$ cat config.mk
export PLATFORM = sky130hd
export DESIGN_NAME = gpio_bank
export DESIGN_NICKNAME = d
export VERILOG_FILES = /design/src/rtl/gpio_bank_pkg.sv /design/src/rtl/gpio_bank_ctrl.sv /design/src/rtl/gpio_bank_dp.sv /design/src/rtl/gpio_bank.sv
export SDC_FILE = /design/constraint.sdc
export NUM_CORES = 1
export LEC_CHECK = 0
export BUFFER_PORTS_ARGS = -buffer_cell sky130_fd_sc_hd__clkbuf_2
export CORE_ASPECT_RATIO = 1.2
export CORE_MARGIN = 10
export CORE_UTILIZATION = 47
export CTS_CLUSTER_SIZE = 14
export DETAILED_ROUTE_END_ITERATION = 8
export GPL_TIMING_DRIVEN = 1
export PLACE_DENSITY = 0.8
export SLEW_MARGIN = 25
export SYNTH_ARGS = -nofsm -noshare
export SYNTH_HDL_FRONTEND = slang
export SYNTH_SLANG_ARGS = --single-unit
$ cat constraint.sdc
create_clock -name clk -period 1.4 [get_ports clk]
set_input_delay 0.21 -clock clk [delete_from_list [all_inputs] [get_ports clk]]
set_output_delay 0.21 -clock clk [all_outputs]
set_load 0.005 [all_outputs]
$ cat src/rtl/gpio_bank_pkg.sv
package gpio_bank_pkg;
  typedef enum logic [1:0] {
    SEL_CFG  = 2'd0,
    SEL_DAT  = 2'd1,
    SEL_PIN  = 2'd2,
    SEL_NONE = 2'd3
  } regSel_e;

  typedef struct packed {
    logic    cfgWr;
    logic    datWr;
    logic    rdValid;
    regSel_e rdKind;
  } strobe_t;
endpackage

$ cat src/rtl/gpio_bank_ctrl.sv
module gpio_bank_ctrl
  import gpio_bank_pkg::*;
#(
  parameter int NUM_PORTS    = 4,
  parameter int SPECIAL_PORT = 1,
  parameter int PIDX_W       = $clog2(NUM_PORTS)
) (
  input  logic              clk,
  input  logic              rst,
  input  logic              wrEn,
  input  logic [PIDX_W-1:0] portSel,
  input  logic [1:0]        regSel,
  input  logic [1:0]        reqBits,
  output strobe_t           strb,
  output logic              haltReq,
  output logic              idleReq
);
  logic    portOk;
  logic    isSpecial;
  regSel_e kind;

  assign kind      = regSel_e'(regSel);
  assign portOk    = (int'(portSel) < NUM_PORTS);
  assign isSpecial = portOk && (int'(portSel) == SPECIAL_PORT);

  always_comb begin
    strb.cfgWr   = wrEn && portOk && (kind == SEL_CFG);
    strb.datWr   = wrEn && portOk && (kind == SEL_DAT);
    strb.rdValid = portOk;
    strb.rdKind  = kind;
  end

  // request pulses are registered one cycle after the write edge
  always_ff @(posedge clk) begin
    if (rst) begin
      haltReq <= 1'b0;
      idleReq <= 1'b0;
    end else begin
      haltReq <= strb.datWr && isSpecial && reqBits[1];
      idleReq <= strb.datWr && isSpecial && reqBits[0];
    end
  end
endmodule

$ cat src/rtl/gpio_bank_dp.sv
module gpio_bank_dp
  import gpio_bank_pkg::*;
#(
  parameter int NUM_PORTS    = 4,
  parameter int PORT_W       = 8,
  parameter int SPECIAL_PORT = 1,
  parameter int PIDX_W       = $clog2(NUM_PORTS)
) (
  input  logic                        clk,
  input  logic                        rst,
  input  strobe_t                     strb,
  input  logic [PIDX_W-1:0]           portSel,
  input  logic [PORT_W-1:0]           wrData,
  output logic [PORT_W-1:0]           rdData,
  input  logic [NUM_PORTS*PORT_W-1:0] padIn,
  output logic [NUM_PORTS*PORT_W-1:0] padOe,
  output logic [NUM_PORTS*PORT_W-1:0] padOut,
  output logic [NUM_PORTS*PORT_W-1:0] padPullUp,
  input  logic                        wdogEnable,
  input  logic                        wdogSig,
  input  logic                        crystalMode,
  input  logic                        oscOut,
  output logic                        wakeReq,
  output logic                        altSkPhase,
  output logic                        clkStartDelay
);
  localparam int TOTAL_W  = NUM_PORTS * PORT_W;
  localparam int PIN7_IDX = SPECIAL_PORT * PORT_W + 7;
  localparam logic [PORT_W-1:0] SPECIAL_MASK = ~(PORT_W'(3) << 6);

  logic [PORT_W-1:0]  cfgQ [NUM_PORTS];
  logic [PORT_W-1:0]  datQ [NUM_PORTS];
  logic [PORT_W-1:0]  pinView [NUM_PORTS];
  logic [TOTAL_W-1:0] syncA, syncB;
  logic               pin7Prev;

  // configuration and data storage
  always_ff @(posedge clk) begin
    if (rst) begin
      for (int p = 0; p < NUM_PORTS; p++) begin
        cfgQ[p] <= '0;
        datQ[p] <= '0;
      end
    end else begin
      if (strb.cfgWr) cfgQ[portSel] <= wrData;
      if (strb.datWr)
        datQ[portSel] <= (int'(portSel) == SPECIAL_PORT) ? (wrData & SPECIAL_MASK) : wrData;
    end
  end

  // two-flop input synchronizer plus edge history for pin 7
  always_ff @(posedge clk) begin
    if (rst) begin
      syncA    <= '0;
      syncB    <= '0;
      pin7Prev <= 1'b0;
    end else begin
      syncA    <= padIn;
      syncB    <= syncA;
      pin7Prev <= syncB[PIN7_IDX];
    end
  end

  assign wakeReq       = !crystalMode && syncB[PIN7_IDX] && !pin7Prev;
  assign altSkPhase    = cfgQ[SPECIAL_PORT][6];
  assign clkStartDelay = cfgQ[SPECIAL_PORT][7];

  // pad control per pin, with fixed roles on the special port
  for (genvar p = 0; p < NUM_PORTS; p++) begin : g_port
    assign pinView[p] = syncB[p*PORT_W +: PORT_W];
    for (genvar b = 0; b < PORT_W; b++) begin : g_bit
      localparam int IDX = p * PORT_W + b;
      if (p == SPECIAL_PORT && b == 6) begin : g_inOnly
        assign padOe[IDX]     = 1'b0;
        assign padOut[IDX]    = 1'b0;
        assign padPullUp[IDX] = 1'b0;
      end else if (p == SPECIAL_PORT && b == 7) begin : g_clkPin
        assign padOe[IDX]     = crystalMode;
        assign padOut[IDX]    = crystalMode & oscOut;
        assign padPullUp[IDX] = 1'b0;
      end else if (p == SPECIAL_PORT && b == 1) begin : g_wdogPin
        assign padOe[IDX]     = wdogEnable ? !wdogSig : cfgQ[p][b];
        assign padOut[IDX]    = wdogEnable ? 1'b0 : (cfgQ[p][b] & datQ[p][b]);
        assign padPullUp[IDX] = wdogEnable ? 1'b1 : (!cfgQ[p][b] & datQ[p][b]);
      end else begin : g_plain
        assign padOe[IDX]     = cfgQ[p][b];
        assign padOut[IDX]    = cfgQ[p][b] & datQ[p][b];
        assign padPullUp[IDX] = !cfgQ[p][b] & datQ[p][b];
      end
    end
  end

  // combinational read mux
  always_comb begin
    rdData = '0;
    if (strb.rdValid) begin
      case (strb.rdKind)
        SEL_CFG: rdData = cfgQ[portSel];
        SEL_DAT: rdData = datQ[portSel];
        SEL_PIN: rdData = pinView[portSel];
        default: rdData = '0;
      endcase
    end
  end
endmodule

$ cat src/rtl/gpio_bank.sv
module gpio_bank
  import gpio_bank_pkg::*;
#(
  parameter int NUM_PORTS    = 4,
  parameter int PORT_W       = 8,
  parameter int SPECIAL_PORT = 1,
  parameter int PIDX_W       = $clog2(NUM_PORTS)
) (
  input  logic                        clk,
  input  logic                        rst,
  input  logic                        wrEn,
  input  logic [PIDX_W-1:0]           portSel,
  input  logic [1:0]                  regSel,
  input  logic [PORT_W-1:0]           wrData,
  output logic [PORT_W-1:0]           rdData,
  input  logic [NUM_PORTS*PORT_W-1:0] padIn,
  output logic [NUM_PORTS*PORT_W-1:0] padOe,
  output logic [NUM_PORTS*PORT_W-1:0] padOut,
  output logic [NUM_PORTS*PORT_W-1:0] padPullUp,
  input  logic                        wdogEnable,
  input  logic                        wdogSig,
  input  logic                        crystalMode,
  input  logic                        oscOut,
  output logic                        haltReq,
  output logic                        idleReq,
  output logic                        wakeReq,
  output logic                        altSkPhase,
  output logic                        clkStartDelay
);
  strobe_t strb;

  gpio_bank_ctrl #(
    .NUM_PORTS(NUM_PORTS), .SPECIAL_PORT(SPECIAL_PORT), .PIDX_W(PIDX_W)
  ) u_ctrl (
    .clk(clk), .rst(rst), .wrEn(wrEn), .portSel(portSel), .regSel(regSel),
    .reqBits(wrData[7:6]), .strb(strb), .haltReq(haltReq), .idleReq(idleReq)
  );

  gpio_bank_dp #(
    .NUM_PORTS(NUM_PORTS), .PORT_W(PORT_W), .SPECIAL_PORT(SPECIAL_PORT), .PIDX_W(PIDX_W)
  ) u_dp (
    .clk(clk), .rst(rst), .strb(strb), .portSel(portSel), .wrData(wrData),
    .rdData(rdData), .padIn(padIn), .padOe(padOe), .padOut(padOut),
    .padPullUp(padPullUp), .wdogEnable(wdogEnable), .wdogSig(wdogSig),
    .crystalMode(crystalMode), .oscOut(oscOut), .wakeReq(wakeReq),
    .altSkPhase(altSkPhase), .clkStartDelay(clkStartDelay)
  );
endmodule

==> impl_metrics.ini <==
[clock_network]
cts.clk_slew.worst_paths_ns = 0.06
cts_made_buffers = 17
cts_buffer_depth = 2
cts_num_sinks = 131
tritoncts = done
clkLatencyLatePin_ns = 0.42
htreeDepth = 4
clock_tree.root_cell = sky130_fd_sc_hd__clkbuf_16

[logic_synthesis]
synthFlopType = sky130_fd_sc_hd__dfxtp_1
synthXorXnorAreaFrac_pct = 0
post_synth_num_cell_types = 29
dominant_combinational_cell_family_by_area_after_synthesis = simple AND/OR/NAND/NOR gates
synth_simple_gate_area_share_pct = 25.6
proportion_of_synthesized_area_in_mux_cells_pct = 9.85
yosysSeqAreaShare_pct = 59.5
synthAdderAreaFrac_pct = 0
yosys_warnings = 0
synth-edff-count = 64
syn_area_per_cell_sq_um = 12.8
compound_gate_fraction_of_synth_area_pct = 2.12
post_synth_instance_area_sq_um = 5490
ys_seq_elements = 131
share_of_async_settable_or_async_resettable_flops_after_synthesis_pct = 0
synthesized_instance_count = 427

[worst_setup_path]
timing.critical_path.cells = mux4_2 -> a22oi_2 -> nand2_1 -> clkbuf_2
timing.critical_path.slowest_stage_cell = sky130_fd_sc_hd__mux4_2
regToRegSetupSlack_ns = 0.83
critPathKind = reg2out
worst_r2r_endpoint = u_dp.pin7Prev$_SDFF_PP0_
reg2regPathDepth = 1
cp_data_arrival_time_ns = 1.74
critPathCaptureType = output pin
startpoint_class_of_the_critical_path = register
timing.critical_path.from = u_dp.datQ[0][0]$_SDFFCE_PN0P_
path_max_fanout = 2
critical-path-max-stage-delay_ns = 0.50
critical_path_required_ns = 1.19
r2r-start = u_dp.syncB[15]$_SDFF_PP0_
setup.worst_path.end = rdData[0]

[grt]
grt_resource_usage_total_pct = 19.1
grt_remaining_overflow = 0
grt_first_pass_wirelength_microns = 24900
grt_start_max_net_pins = 66
initial_antenna_violation_count = 0
grt_pass1_vias = 4617

[detailed_routing]
antenna_left = 0
drt_drc_violations_left = 0
average_wire_per_standard_cell_microns = 19.7
dr.first_iter.drc_count = 277
detail_route.wirelength_microns = 16800
detailroute.via_count = 4383
via_per_inst = 5.14
drt-pass1-iter-count = 7

[power_and_ir_drop]
power_density_nw_per_um2 = 1200
switching_share_pct = 22.1
p_seq_share_pct = 43.7
share_clk_of_total_power_pct = 42.5
p_sw_mw = 2.20
share_comb_of_total_power_pct = 13.8
cell_internal_pwr_mw = 7.74
finalPower_mw = 9.94
leakage_nw = 3.69
vdd_ir_drop_max_uv = 942

[sta]
clock.fmax_mhz = 514
post-route-min-period_ns = 1.95
skew_ns = 0.00525
setup-violations-final = 66
slew_headroom_pct = 24.0
hold-worst-slack_ns = 0.00510
drv_slew = 0
report.final.hold_viol_count = 0
timing_worst_slew_pin_value_ns = 1.14
timing.final.crit_share_pct = 139
grt_setup_unrepaired = yes
setup-tns-final_ns = -6.84
worst_slack_ns = -0.547

[floorplan]
pin_count = 160
die_outline_area_sq_um = 16400
floorplan.die.height_microns = 138
die_w_microns = 119
floorplan.core_area_sq_um = 11500
standard_cell_rows = 43
start_util_pct = 47.7

[final_layout]
area_delta_synth_final_pct = 50.3
fillers = 754
drive_above_1_share_pct = 53.0
design_area_sq_um = 8250
antenna-diode-count = 0
fin_nets = 735

[placed_design]
dp.final_hpwl_microns = 11100
placed_area_sq_um = 7110
io_buffer_count = 155
gp_routability_congestion = 0.891

[run_status]
outcome = finished with violations
violations_in_the_final_reports = setup timing

[run]
maxCapViolCount = 0

[min_path]
worst_hold_path_type = in2reg
[worst min-delay path by stage]
stage	slack [ns]	start	end	cells after the start
floorplan	0.33	wrData[7]	u_ctrl.haltReq$_SDFF_PP0_	1
global placement	0.42	u_dp.syncA[15]$_SDFF_PP0_	u_dp.syncB[15]$_SDFF_PP0_	1
detailed placement	0.42	padIn[25]	u_dp.syncA[25]$_SDFF_PP0_	2
CTS	0.002	padIn[22]	u_dp.syncA[22]$_SDFF_PP0_	2
global route	0.008	padIn[30]	u_dp.syncA[30]$_SDFF_PP0_	2
finish	0.005	padIn[29]	u_dp.syncA[29]$_SDFF_PP0_	2
[power groups by stage]
| stage | clock, mW | combinational, mW | sequential, mW |
|---|---|---|---|
| floorplan | 0 | 0.468 | 4.38 |
| CTS | 4.21 | 1.24 | 4.32 |
| finish | 4.22 | 1.38 | 4.34 |
| global route | 4.43 | 1.47 | 4.35 |
| global placement | 0 | 1.08 | 4.39 |
| detailed placement | 0 | 1.11 | 4.40 |
[metal layers]
metal  wire (microns)  up-vias  GRT usage [%]
met2             8360      275           32.1
li1                 -     1966              -
met4              655        0           8.37
met5                0        -              0
met1             6130     2083           20.5
met3             1670       59           8.15
[cells by family (layout without fill, tap and decap cells)]
logic type	Yosys count	count (layout)
flip-flops	131	131
multiplexers	24	24
AO/OA/AOI/OAI	15	15
buffers and inverters	29	293
other	1	6
AND/OR/NAND/NOR	227	227
[final cells by class]
type | count | area (sq um) | share of cell area (%)
tap | 157 | 196 | 2.38
clock inverter | 4 | 45.0 | 0.546
inverter | 1 | 3.75 | 0.0455
timing repair buffer | 261 | 1930 | 23.4
sequential | 131 | 3260 | 39.6
clock buffer | 27 | 524 | 6.36
multi-input combinational | 272 | 2290 | 27.7
[critical path: cells and delay by family, from the launching register on]
| family | cells | cell delay [ns] |
|---|---|---|
| muxes | 1 | 0.50 |
| DFF | 1 | 0.42 |
| AOI/OAI and AO/OA | 1 | 0.19 |
| buffers and inverters | 1 | 0.13 |
| and+or+nand+nor | 1 | 0.08 |
[stage by stage]
| step | instances | setup slack (ns) | util, % |
|---|---|---|---|
| finish | 853 | -0.547 | 71.6 |
| global route | 853 | -0.580 | 71.6 |
| CTS | 853 | -0.488 | 69.1 |
| detailed placement | 814 | -0.276 | 61.7 |
| global placement | 814 | -0.234 | 61.7 |
| floorplan | 432 | -0.116 | - |
[flip-flops by register name, summed over array words and instances (netlist names)]
name / flops
u_dp.pin7Prev: 1
u_dp.syncA: 32
u_ctrl.haltReq: 1
u_dp.datQ: 32
u_ctrl.idleReq: 1
u_dp.cfgQ: 32
u_dp.syncB: 32
[what timing repair did]
action,in CTS,in global routing
buffers inserted,41,32
hold buffers,2,0
gates resized for setup,60,105
endpoints found under the hold margin,2,0
setup endpoints to repair,65,69
pin swaps,11,17
[layout by cell type (no fill, tap or decap), types with 2 or more instances in the layout]
| cell | netlist | final |
|---|---|---|
| sky130_fd_sc_hd__clkbuf_2 | 0 | 119 |
| sky130_fd_sc_hd__o21bai_1 | 2 | 2 |
| sky130_fd_sc_hd__nor2b_1 | 96 | 84 |
| sky130_fd_sc_hd__conb_1 | 1 | 6 |
| sky130_fd_sc_hd__buf_12 | 0 | 4 |
| sky130_fd_sc_hd__clkbuf_1 | 10 | 5 |
| sky130_fd_sc_hd__buf_4 | 12 | 50 |
| sky130_fd_sc_hd__clkinv_2 | 0 | 3 |
| sky130_fd_sc_hd__and2_4 | 0 | 28 |
| sky130_fd_sc_hd__buf_6 | 0 | 68 |
| sky130_fd_sc_hd__nor2b_4 | 0 | 11 |
| sky130_fd_sc_hd__and2_1 | 84 | 56 |
| sky130_fd_sc_hd__dfxtp_1 | 67 | 67 |
| sky130_fd_sc_hd__clkbuf_16 | 0 | 18 |
| sky130_fd_sc_hd__nand2b_1 | 2 | 2 |
| sky130_fd_sc_hd__a41o_1 | 2 | 2 |
| sky130_fd_sc_hd__clkbuf_8 | 0 | 4 |
| sky130_fd_sc_hd__buf_2 | 5 | 18 |
| sky130_fd_sc_hd__edfxtp_1 | 64 | 64 |
| sky130_fd_sc_hd__nor2_4 | 2 | 3 |
| sky130_fd_sc_hd__a22oi_2 | 0 | 7 |
| sky130_fd_sc_hd__nor2_1 | 6 | 4 |
| sky130_fd_sc_hd__nand2_1 | 18 | 17 |
| sky130_fd_sc_hd__or2_2 | 3 | 3 |
| sky130_fd_sc_hd__and3_1 | 10 | 10 |
| sky130_fd_sc_hd__dlygate4sd3_1 | 0 | 2 |
| sky130_fd_sc_hd__mux4_2 | 24 | 24 |
[synth_stat cells, types with 3 or more instances]
library cell	count	area (sq um)
sky130_fd_sc_hd__and3_1	10	62.6
sky130_fd_sc_hd__nand2_1	18	67.6
sky130_fd_sc_hd__clkbuf_1	10	37.5
sky130_fd_sc_hd__mux4_2	24	541
sky130_fd_sc_hd__or2_2	3	18.8
sky130_fd_sc_hd__buf_2	5	25.0
sky130_fd_sc_hd__nor2b_1	96	601
sky130_fd_sc_hd__and2_1	84	526
sky130_fd_sc_hd__nor2_1	6	22.5
sky130_fd_sc_hd__buf_4	12	90.1
sky130_fd_sc_hd__a22oi_1	8	60.1
sky130_fd_sc_hd__dfxtp_1	67	1340
sky130_fd_sc_hd__edfxtp_1	64	1920
No activity file was read; power rests on OpenSTA's default activity.
